### src/rtl/raw_pkg.sv
package raw_pkg;

    typedef enum logic [1:0] {
        WD_IDLE  = 2'd0,
        WD_WAIT  = 2'd1,
        WD_SCAN  = 2'd2,
        WD_ALARM = 2'd3
    } wd_state_e;

    localparam logic TBL_RD = 1'b0;
    localparam logic TBL_WR = 1'b1;

    function automatic int max_of(input int a, input int b);
        return (a > b) ? a : b;
    endfunction

    function automatic int bits_for(input int n);
        return (n > 1) ? $clog2(n) : 1;
    endfunction

endpackage

### src/rtl/raw_timebase.sv
module raw_timebase #(
    parameter int TS_W = 16
) (
    input  logic            clk,
    input  logic            rst_n,
    output logic [TS_W-1:0] now
);

    always_ff @(posedge clk or negedge rst_n) begin
        if (!rst_n) begin
            now <= '0;
        end else begin
            now <= now + TS_W'(1);
        end
    end

endmodule

### src/rtl/raw_entry_bank.sv
module raw_entry_bank #(
    parameter int DEPTH  = 4,
    parameter int SLOT_W = 2,
    parameter int ADDR_W = 16,
    parameter int TS_W   = 16,
    parameter int OCC_W  = 3
) (
    input  logic                         clk,
    input  logic                         rst_n,
    input  logic                         ins_en,
    input  logic [SLOT_W-1:0]            ins_slot,
    input  logic [ADDR_W-1:0]            ins_addr,
    input  logic [TS_W-1:0]              stamp,
    input  logic                         rm_en,
    input  logic [SLOT_W-1:0]            rm_slot,
    output logic [DEPTH-1:0]             valid,
    output logic [DEPTH-1:0][ADDR_W-1:0] addr,
    output logic [DEPTH-1:0][TS_W-1:0]   issue,
    output logic [OCC_W-1:0]             occ
);

    for (genvar g = 0; g < DEPTH; g++) begin : g_slot
        logic              ins_hit;
        logic              rm_hit;
        logic              v_q;
        logic [ADDR_W-1:0] a_q;
        logic [TS_W-1:0]   t_q;

        assign ins_hit = ins_en && (ins_slot == SLOT_W'(g));
        assign rm_hit  = rm_en  && (rm_slot  == SLOT_W'(g));

        // a simultaneous insert and retire on one slot keeps the insert
        always_ff @(posedge clk or negedge rst_n) begin
            if (!rst_n) begin
                v_q <= 1'b0;
                a_q <= '0;
                t_q <= '0;
            end else if (ins_hit) begin
                v_q <= 1'b1;
                a_q <= ins_addr;
                t_q <= stamp;
            end else if (rm_hit) begin
                v_q <= 1'b0;
            end
        end

        assign valid[g] = v_q;
        assign addr[g]  = a_q;
        assign issue[g] = t_q;
    end

    always_comb begin
        occ = '0;
        for (int i = 0; i < DEPTH; i++) begin
            occ = occ + OCC_W'(valid[i]);
        end
    end

endmodule

### src/rtl/raw_scan_sel.sv
module raw_scan_sel import raw_pkg::*; #(
    parameter int RD_SLOTS = 4,
    parameter int WR_SLOTS = 4,
    parameter int IDX_W    = 3,
    parameter int SLOT_W   = 2,
    parameter int ADDR_W   = 16,
    parameter int TS_W     = 16,
    parameter int OCC_W    = 3
) (
    input  logic [IDX_W-1:0]                idx,
    input  logic [RD_SLOTS-1:0]             rd_valid,
    input  logic [RD_SLOTS-1:0][ADDR_W-1:0] rd_addr,
    input  logic [RD_SLOTS-1:0][TS_W-1:0]   rd_issue,
    input  logic [OCC_W-1:0]                rd_occ,
    input  logic [WR_SLOTS-1:0]             wr_valid,
    input  logic [WR_SLOTS-1:0][ADDR_W-1:0] wr_addr,
    input  logic [WR_SLOTS-1:0][TS_W-1:0]   wr_issue,
    input  logic [OCC_W-1:0]                wr_occ,
    output logic                            sel_valid,
    output logic                            sel_table,
    output logic [SLOT_W-1:0]               sel_slot,
    output logic [ADDR_W-1:0]               sel_addr,
    output logic [TS_W-1:0]                 sel_issue,
    output logic [OCC_W-1:0]                sel_occ
);

    // pass position i: read slots occupy 0..RD-1, write slots follow
    always_comb begin
        sel_valid = 1'b0;
        sel_table = TBL_RD;
        sel_slot  = '0;
        sel_addr  = '0;
        sel_issue = '0;
        sel_occ   = '0;
        for (int i = 0; i < RD_SLOTS; i++) begin
            if (idx == IDX_W'(i)) begin
                sel_valid = rd_valid[i];
                sel_table = TBL_RD;
                sel_slot  = SLOT_W'(i);
                sel_addr  = rd_addr[i];
                sel_issue = rd_issue[i];
                sel_occ   = rd_occ;
            end
        end
        for (int j = 0; j < WR_SLOTS; j++) begin
            if (idx == IDX_W'(RD_SLOTS + j)) begin
                sel_valid = wr_valid[j];
                sel_table = TBL_WR;
                sel_slot  = SLOT_W'(j);
                sel_addr  = wr_addr[j];
                sel_issue = wr_issue[j];
                sel_occ   = wr_occ;
            end
        end
    end

endmodule

### src/rtl/req_age_watchdog.sv
module req_age_watchdog import raw_pkg::*; #(
    parameter int ADDR_W   = 16,
    parameter int RD_SLOTS = 8,
    parameter int WR_SLOTS = 8,
    parameter int TS_W     = 16,
    parameter int THRESH   = 1000,
    localparam int MAXD    = max_of(RD_SLOTS, WR_SLOTS),
    localparam int SLOT_W  = bits_for(MAXD),
    localparam int OCC_W   = $clog2(MAXD + 1)
) (
    input  logic              clk,
    input  logic              rst_n,
    input  logic              ins_valid,
    input  logic              ins_table,
    input  logic [SLOT_W-1:0] ins_slot,
    input  logic [ADDR_W-1:0] ins_addr,
    input  logic              rm_valid,
    input  logic              rm_table,
    input  logic [SLOT_W-1:0] rm_slot,
    output logic              armed,
    output logic              alarm,
    output logic              alarm_table,
    output logic [SLOT_W-1:0] alarm_slot,
    output logic [ADDR_W-1:0] alarm_addr,
    output logic [OCC_W-1:0]  alarm_occ,
    output logic [TS_W-1:0]   alarm_now,
    output logic [TS_W-1:0]   alarm_issue,
    output logic [TS_W-1:0]   alarm_age
);

    localparam int TOTAL = RD_SLOTS + WR_SLOTS;
    localparam int IDX_W = bits_for(TOTAL);
    localparam int TMR_W = $clog2(THRESH + 1);
    localparam logic [TS_W-1:0]  THR_TS   = TS_W'(THRESH);
    localparam logic [TMR_W-1:0] TMR_LOAD = TMR_W'(THRESH - 1);
    localparam logic [IDX_W-1:0] IDX_LAST = IDX_W'(TOTAL - 1);

    // ---------------- time base ----------------
    logic [TS_W-1:0] now;

    raw_timebase #(.TS_W(TS_W)) u_time (
        .clk   (clk),
        .rst_n (rst_n),
        .now   (now)
    );

    // ---------------- event qualification ----------------
    logic ins_in_range;
    logic ins_ok;
    logic rd_ins_en, wr_ins_en, rd_rm_en, wr_rm_en;

    always_comb begin
        if (ins_table == TBL_WR) begin
            ins_in_range = int'(ins_slot) < WR_SLOTS;
        end else begin
            ins_in_range = int'(ins_slot) < RD_SLOTS;
        end
    end

    assign ins_ok    = ins_valid && ins_in_range;
    assign rd_ins_en = ins_valid && (ins_table == TBL_RD);
    assign wr_ins_en = ins_valid && (ins_table == TBL_WR);
    assign rd_rm_en  = rm_valid  && (rm_table  == TBL_RD);
    assign wr_rm_en  = rm_valid  && (rm_table  == TBL_WR);

    // ---------------- shadow tables ----------------
    logic [RD_SLOTS-1:0]             rd_valid;
    logic [RD_SLOTS-1:0][ADDR_W-1:0] rd_addr;
    logic [RD_SLOTS-1:0][TS_W-1:0]   rd_issue;
    logic [OCC_W-1:0]                rd_occ;
    logic [WR_SLOTS-1:0]             wr_valid;
    logic [WR_SLOTS-1:0][ADDR_W-1:0] wr_addr;
    logic [WR_SLOTS-1:0][TS_W-1:0]   wr_issue;
    logic [OCC_W-1:0]                wr_occ;

    raw_entry_bank #(
        .DEPTH(RD_SLOTS), .SLOT_W(SLOT_W), .ADDR_W(ADDR_W),
        .TS_W(TS_W), .OCC_W(OCC_W)
    ) u_rd_bank (
        .clk      (clk),
        .rst_n    (rst_n),
        .ins_en   (rd_ins_en),
        .ins_slot (ins_slot),
        .ins_addr (ins_addr),
        .stamp    (now),
        .rm_en    (rd_rm_en),
        .rm_slot  (rm_slot),
        .valid    (rd_valid),
        .addr     (rd_addr),
        .issue    (rd_issue),
        .occ      (rd_occ)
    );

    raw_entry_bank #(
        .DEPTH(WR_SLOTS), .SLOT_W(SLOT_W), .ADDR_W(ADDR_W),
        .TS_W(TS_W), .OCC_W(OCC_W)
    ) u_wr_bank (
        .clk      (clk),
        .rst_n    (rst_n),
        .ins_en   (wr_ins_en),
        .ins_slot (ins_slot),
        .ins_addr (ins_addr),
        .stamp    (now),
        .rm_en    (wr_rm_en),
        .rm_slot  (rm_slot),
        .valid    (wr_valid),
        .addr     (wr_addr),
        .issue    (wr_issue),
        .occ      (wr_occ)
    );

    // ---------------- pass position select ----------------
    logic [IDX_W-1:0]  idx_q;
    logic              sel_valid;
    logic              sel_table;
    logic [SLOT_W-1:0] sel_slot;
    logic [ADDR_W-1:0] sel_addr;
    logic [TS_W-1:0]   sel_issue;
    logic [OCC_W-1:0]  sel_occ;

    raw_scan_sel #(
        .RD_SLOTS(RD_SLOTS), .WR_SLOTS(WR_SLOTS), .IDX_W(IDX_W),
        .SLOT_W(SLOT_W), .ADDR_W(ADDR_W), .TS_W(TS_W), .OCC_W(OCC_W)
    ) u_sel (
        .idx       (idx_q),
        .rd_valid  (rd_valid),
        .rd_addr   (rd_addr),
        .rd_issue  (rd_issue),
        .rd_occ    (rd_occ),
        .wr_valid  (wr_valid),
        .wr_addr   (wr_addr),
        .wr_issue  (wr_issue),
        .wr_occ    (wr_occ),
        .sel_valid (sel_valid),
        .sel_table (sel_table),
        .sel_slot  (sel_slot),
        .sel_addr  (sel_addr),
        .sel_issue (sel_issue),
        .sel_occ   (sel_occ)
    );

    // modular age survives a counter wrap
    logic [TS_W-1:0] sel_age;
    logic            sel_old;
    logic            pass_last;
    logic            any_pending;

    assign sel_age     = now - sel_issue;
    assign sel_old     = sel_valid && (sel_age >= THR_TS);
    assign pass_last   = (idx_q == IDX_LAST);
    assign any_pending = (|rd_valid) || (|wr_valid) || ins_ok;

    // ---------------- controller ----------------
    wd_state_e state_q, state_d;

    always_ff @(posedge clk or negedge rst_n) begin
        if (!rst_n) begin
            state_q <= WD_IDLE;
        end else begin
            state_q <= state_d;
        end
    end

    logic [TMR_W-1:0] tmr_q;

    always_comb begin
        state_d = state_q;
        unique case (state_q)
            WD_IDLE: begin
                if (ins_ok) state_d = WD_WAIT;              // arm
            end
            WD_WAIT: begin
                if (tmr_q == '0) state_d = WD_SCAN;         // fire
            end
            WD_SCAN: begin
                if (sel_old) begin
                    state_d = WD_ALARM;                     // trip
                end else if (pass_last) begin
                    state_d = any_pending ? WD_WAIT         // re-arm
                                          : WD_IDLE;        // sleep
                end
            end
            WD_ALARM: state_d = WD_ALARM;
            default:  state_d = WD_IDLE;
        endcase
    end

    always_comb begin
        armed = 1'b0;
        alarm = 1'b0;
        unique case (state_q)
            WD_IDLE:  begin armed = 1'b0; alarm = 1'b0; end
            WD_WAIT:  begin armed = 1'b1; alarm = 1'b0; end
            WD_SCAN:  begin armed = 1'b1; alarm = 1'b0; end
            WD_ALARM: begin armed = 1'b0; alarm = 1'b1; end
            default:  begin armed = 1'b0; alarm = 1'b0; end
        endcase
    end

    // ---------------- countdown and pass position ----------------
    always_ff @(posedge clk or negedge rst_n) begin
        if (!rst_n) begin
            tmr_q <= '0;
            idx_q <= '0;
        end else begin
            if (state_q != WD_WAIT && state_d == WD_WAIT) begin
                tmr_q <= TMR_LOAD;
            end else if (state_q == WD_WAIT && tmr_q != '0) begin
                tmr_q <= tmr_q - TMR_W'(1);
            end
            if (state_q == WD_SCAN) begin
                idx_q <= idx_q + IDX_W'(1);
            end else begin
                idx_q <= '0;
            end
        end
    end

    // ---------------- report capture ----------------
    logic              cap_table;
    logic [SLOT_W-1:0] cap_slot;
    logic [ADDR_W-1:0] cap_addr;
    logic [OCC_W-1:0]  cap_occ;
    logic [TS_W-1:0]   cap_now;
    logic [TS_W-1:0]   cap_issue;
    logic [TS_W-1:0]   cap_age;

    always_ff @(posedge clk or negedge rst_n) begin
        if (!rst_n) begin
            cap_table <= TBL_RD;
            cap_slot  <= '0;
            cap_addr  <= '0;
            cap_occ   <= '0;
            cap_now   <= '0;
            cap_issue <= '0;
            cap_age   <= '0;
        end else if (state_q == WD_SCAN && sel_old) begin
            cap_table <= sel_table;
            cap_slot  <= sel_slot;
            cap_addr  <= sel_addr;
            cap_occ   <= sel_occ;
            cap_now   <= now;
            cap_issue <= sel_issue;
            cap_age   <= sel_age;
        end
    end

    assign alarm_table = cap_table;
    assign alarm_slot  = cap_slot;
    assign alarm_addr  = cap_addr;
    assign alarm_occ   = cap_occ;
    assign alarm_now   = cap_now;
    assign alarm_issue = cap_issue;
    assign alarm_age   = cap_age;

endmodule

### config.mk
export PLATFORM = sky130hd
export DESIGN_NAME = req_age_watchdog
export DESIGN_NICKNAME = d
export VERILOG_FILES = /design/src/rtl/raw_pkg.sv /design/src/rtl/raw_timebase.sv /design/src/rtl/raw_entry_bank.sv /design/src/rtl/raw_scan_sel.sv /design/src/rtl/req_age_watchdog.sv
export SDC_FILE = /design/constraint.sdc
export NUM_CORES = 1
export LEC_CHECK = 0
export BUFFER_PORTS_ARGS = -buffer_cell sky130_fd_sc_hd__buf_2
export CAP_MARGIN = 20
export CORE_MARGIN = 2
export CORE_UTILIZATION = 55
export DETAILED_ROUTE_END_ITERATION = 6
export HOLD_SLACK_MARGIN = 0.05
export PLACE_DENSITY = 0.82
export SYNTH_ARGS = -nofsm -noshare
export SYNTH_HDL_FRONTEND = slang
export SYNTH_SLANG_ARGS = --single-unit
export TNS_END_PERCENT = 1
### constraint.sdc
create_clock -name clk -period 5.9 [get_ports clk]
set_input_delay 1.18 -clock clk [delete_from_list [all_inputs] [get_ports clk]]
set_output_delay 1.18 -clock clk [all_outputs]
set_load 0.05 [all_outputs]
==> run_results.csv <==
group,metric,value,unit
run_status,outcome,"finished clean",
synth,yosysMostFrequentCell,"dfrtp_1",
worst_setup_path,start_kind,"flip-flop",
placed_design,port_buffers,101,
worst_setup_path,cp_max_fo,5,
synth,netlist_area,30200,um^2
clock_network,cts_tree,"yes",
synth,yosysSeqAreaShare,52.4,%
timing,rsz0062_at_grt,"yes",
timing,tightest_slew,1.18,ns
floorplan,die_y,238,um
drt,drtAntennaViolNets,0,
global_route,grt_pass1_vias,23121,
worst_setup_path,path_class,"reg2reg",
timing,slew_violations,0,
synth,synth_cell_types,103,
synth,synth_top_cell_by_area,"dfrtp_1",
clock_network,cts_root_buf,"clkbuf_16",
cells_and_area,layout-drive-gt1-share,33.1,%
drt,first_pass_iters,6,
cells_and_area,fin_util,63.8,%
clock_network,cts_buffers,68,
synth,ys_async_sr_fraction,100,%
timing,post-route-min-period,5.73,ns
drt,drt-initial-drc-count,2249,
drt,wl,87700,um
worst_setup_path,r2r_end,"alarm_issue[1]$_DFFE_PN0P_",
clock_network,cts_num_sinks,632,
synth,avgSynthCellArea,11.7,um^2
floorplan,die_x,238,um
synth,synthTopCellsByCount,"632 x dfrtp_1, 481 x mux2_2, 159 x nand2_1, 158 x clkbuf_1, 148 x nor2_1",
worst_setup_path,rrSetupSlack,0.17,ns
synth,synth-edff-count,0,
power_and_ir_drop,p_leak,15.7,nW
power_and_ir_drop,p_per_area,323,nW/um^2
clock_network,clock_path_buffers,3,
global_route,grt_pass1_wl,132000,um
placed_design,gp_congestion,0.906,
synth,ys.flop_type,"dfrtp_1",
worst_hold_path,whs_path_depth,1,
global_route,globalRoute.totalOverflow,0,
synth,synth_seq_cells,632,
worst_hold_path,min_to,"alarm_now[3]$_DFFE_PN0P_",
worst_setup_path,reg2reg_from,"idx_q[0]$_DFF_PN0_",
clock_network,htree_levels,3,
timing,timing.final.crit_share,97.2,%
synth,syn-num-nets,2653,
floorplan,die-area,56800,um^2
timing,final-setup-viol-count,0,
global_route,grt_start_max_net_pins,174,
floorplan,coreArea,54000,um^2
drt,route.detailed.drc,0,
worst_setup_path,r2r_cells,27,
timing,hold_viol,0,
clock_network,clkLatencyLatePin,0.61,ns
placed_design,dp_hpwl,54100,um
clock_network,cts_hold_buffers,0,
synth,synthTopCellsByArea,"dfrtp_1 52%, mux2_2 18%, o21ai_0 2.3%, nand2_1 2.0%, a221oi_1 2.0%",
power_and_ir_drop,vdd_drop_max,0.274,mV
power_and_ir_drop,power.total,11.1,mW
worst_hold_path,hp-start,"alarm_now[3]$_DFFE_PN0P_",
timing,max_freq,174,MHz
cells_and_area,final_cell_area,34500,um^2
job,maxCapViolCount,0,
worst_setup_path,critical_path_arrival,6.23,ns
drt,viasPerCell,6.59,
synth,synth_warnings,0,
worst_setup_path,required,6.39,ns
placed_design,placed_cell_area,31500,um^2
worst_hold_path,hp-class,"reg2reg",
synth,synth_top_area_share,52.4,%
placed_design,post-place-ws,0.0526,ns
drt,routedWlPerCell,25.7,um
floorplan,ios,102,
cells_and_area,fin_nets,2730,
floorplan,start_util,55.9,%
worst_setup_path,cp-end-kind,"flip-flop",
clock_network,clkTransAtPathRegs,0.06,ns
global_route,antenna_found_initial,1,
timing,setup_ws,0.166,ns
drt,via_count,22507,
timing,fin_worst_skew,0.0180,ns
floorplan,num_rows,85,
global_route,grtUsageTotal,30.2,%
timing,max_slew_margin,21.6,%
cells_and_area,area_delta_synth_final,14.2,%
synth,netlist_instances,2587,
routing by layer:
metal	global-route usage [%]	up-vias	share of wire, %
met2	49.3	1075	48
met5	0	-	0.013
met4	18.5	2	6.1
met1	37.5	11555	38
met3	5.68	323	7.3
li1	-	9552	-
worst max-delay path, cell delays in order, from the launching register on:
cell and delay [ns]:
dfrtp_2 0.46, ha_2 0.23, or3_4 0.41, nor3_4 0.17, a22oi_1 0.10, o2111ai_1 0.12
o21ai_0 0.13, o211ai_1 0.17, o21ai_0 0.11, a311oi_1 0.25, a221oi_1 0.10, nor2_1 0.12
o22ai_1 0.11, ha_1 0.42, o21ai_1 0.09, nand2b_1 0.17, nor2_1 0.09, o221ai_2 0.29
buf_4 0.19, a311oi_4 0.11, or3b_4 0.43, xnor2_2 0.14, nand4_1 0.18, a41oi_4 0.27
buf_6 0.17, buf_12 0.12, buf_4 0.13, mux2_1 0.31
layout by cell type (no fill, tap or decap), types with 10 or more instances in the layout:
| cell type | instances |
|---|---|
| nand3b_1 | 24 |
| buf_12 | 11 |
| buf_4 | 85 |
| nor2_1 | 137 |
| o211ai_1 | 11 |
| a211oi_1 | 34 |
| mux2_2 | 480 |
| a311oi_1 | 12 |
| clkbuf_1 | 13 |
| a221oi_1 | 68 |
| a22oi_1 | 33 |
| dfrtp_1 | 629 |
| buf_6 | 14 |
| o21ai_0 | 133 |
| a21oi_1 | 115 |
| xnor2_1 | 29 |
| mux2_1 | 26 |
| nor2_4 | 10 |
| mux2i_1 | 11 |
| nand2_1 | 158 |
| nand3_1 | 29 |
| o21ai_1 | 15 |
| clkbuf_16 | 73 |
| nor2b_1 | 22 |
| and3_1 | 10 |
| nor3_1 | 23 |
| xor2_1 | 13 |
| o221ai_1 | 19 |
| nand2b_1 | 19 |
| o2111ai_1 | 12 |
| inv_1 | 53 |
| buf_2 | 101 |
| ha_1 | 24 |
| clkbuf_8 | 22 |
| o22ai_1 | 20 |
what timing repair did:
| item | in CTS | in global routing |
|---|---|---|
| gates cloned | 0 | 8 |
| setup buffers | 1 | 19 |
| gates resized for setup | 0 | 63 |
| pin swaps | 1 | 24 |
| setup endpoints to repair | 1 | 84 |
sequential cells by signal, indices dropped and copies added (netlist names):
signal                count
alarm_slot                3
u_rd_bank.g_slot.a_q    128
alarm_table               1
u_wr_bank.g_slot.a_q    128
u_rd_bank.g_slot.v_q      8
u_time.now               16
state_q                   2
tmr_q                    10
alarm_now                16
alarm_addr               16
u_wr_bank.g_slot.t_q    128
alarm_occ                 4
u_wr_bank.g_slot.v_q      8
idx_q                     4
alarm_age                16
alarm_issue              16
u_rd_bank.g_slot.t_q    128
layout make-up:
type	count	area, um^2
repair buffers	217	1650
well taps	696	871
diodes	1	2.50
multi-input cells	1682	13500
inverters	63	239
fillers	3945	19500
clock inverters	18	284
flip-flops and latches	632	15800
clock buffers	104	2080
cell families after synthesis:
kind of cell,synth area share [%]
AO/OA/AOI/OAI,13.1
flip-flops,52.4
AND/OR/NAND/NOR,8.10
buffers and inverters,3.83
XOR/XNOR,1.35
multiplexers,19.4
adder cells (fa/ha/maj),1.86
power breakdown:
| group | leakage (nW) | internal [mW] | total, mW | switching [mW] |
|---|---|---|---|---|
| logic | 6.35 | 0.721 | 1.42 | 0.698 |
| clock network | 1.16 | 2.70 | 4.48 | 1.78 |
| registers | 8.14 | 4.90 | 5.24 | 0.338 |
| total | 15.7 | 8.32 | 11.1 | 2.82 |
through the flow:
step	instances	TNS (ns)	hold WS (ns)
after floorplan	2587	0	0.441
after global placement	3260	0	0.456
after detailed placement	3261	0	0.470
after CTS	3383	0	0.485
after global routing	3412	-5.29	0.505
final	3413	0	0.486
how the worst max path moves through the flow:
stage / endpoint / slack, ns / startpoint / cells after the start
detailed placement: alarm_addr[11]$_DFFE_PN0P_ / 0.05 / idx_q[0]$_DFF_PN0_ / 25
global placement: alarm_addr[4]$_DFFE_PN0P_ / 0.22 / idx_q[0]$_DFF_PN0_ / 24
finish: alarm_issue[1]$_DFFE_PN0P_ / 0.17 / idx_q[0]$_DFF_PN0_ / 27
floorplan: alarm_age[12]$_DFFE_PN0P_ / 0.09 / idx_q[0]$_DFF_PN0_ / 30
global route: alarm_issue[0]$_DFFE_PN0P_ / -0.13 / idx_q[0]$_DFF_PN0_ / 27
CTS: tmr_q[1]$_DFFE_PN0P_ / 0.05 / idx_q[0]$_DFF_PN0_ / 22
No activity file was read; power rests on OpenSTA's default activity.
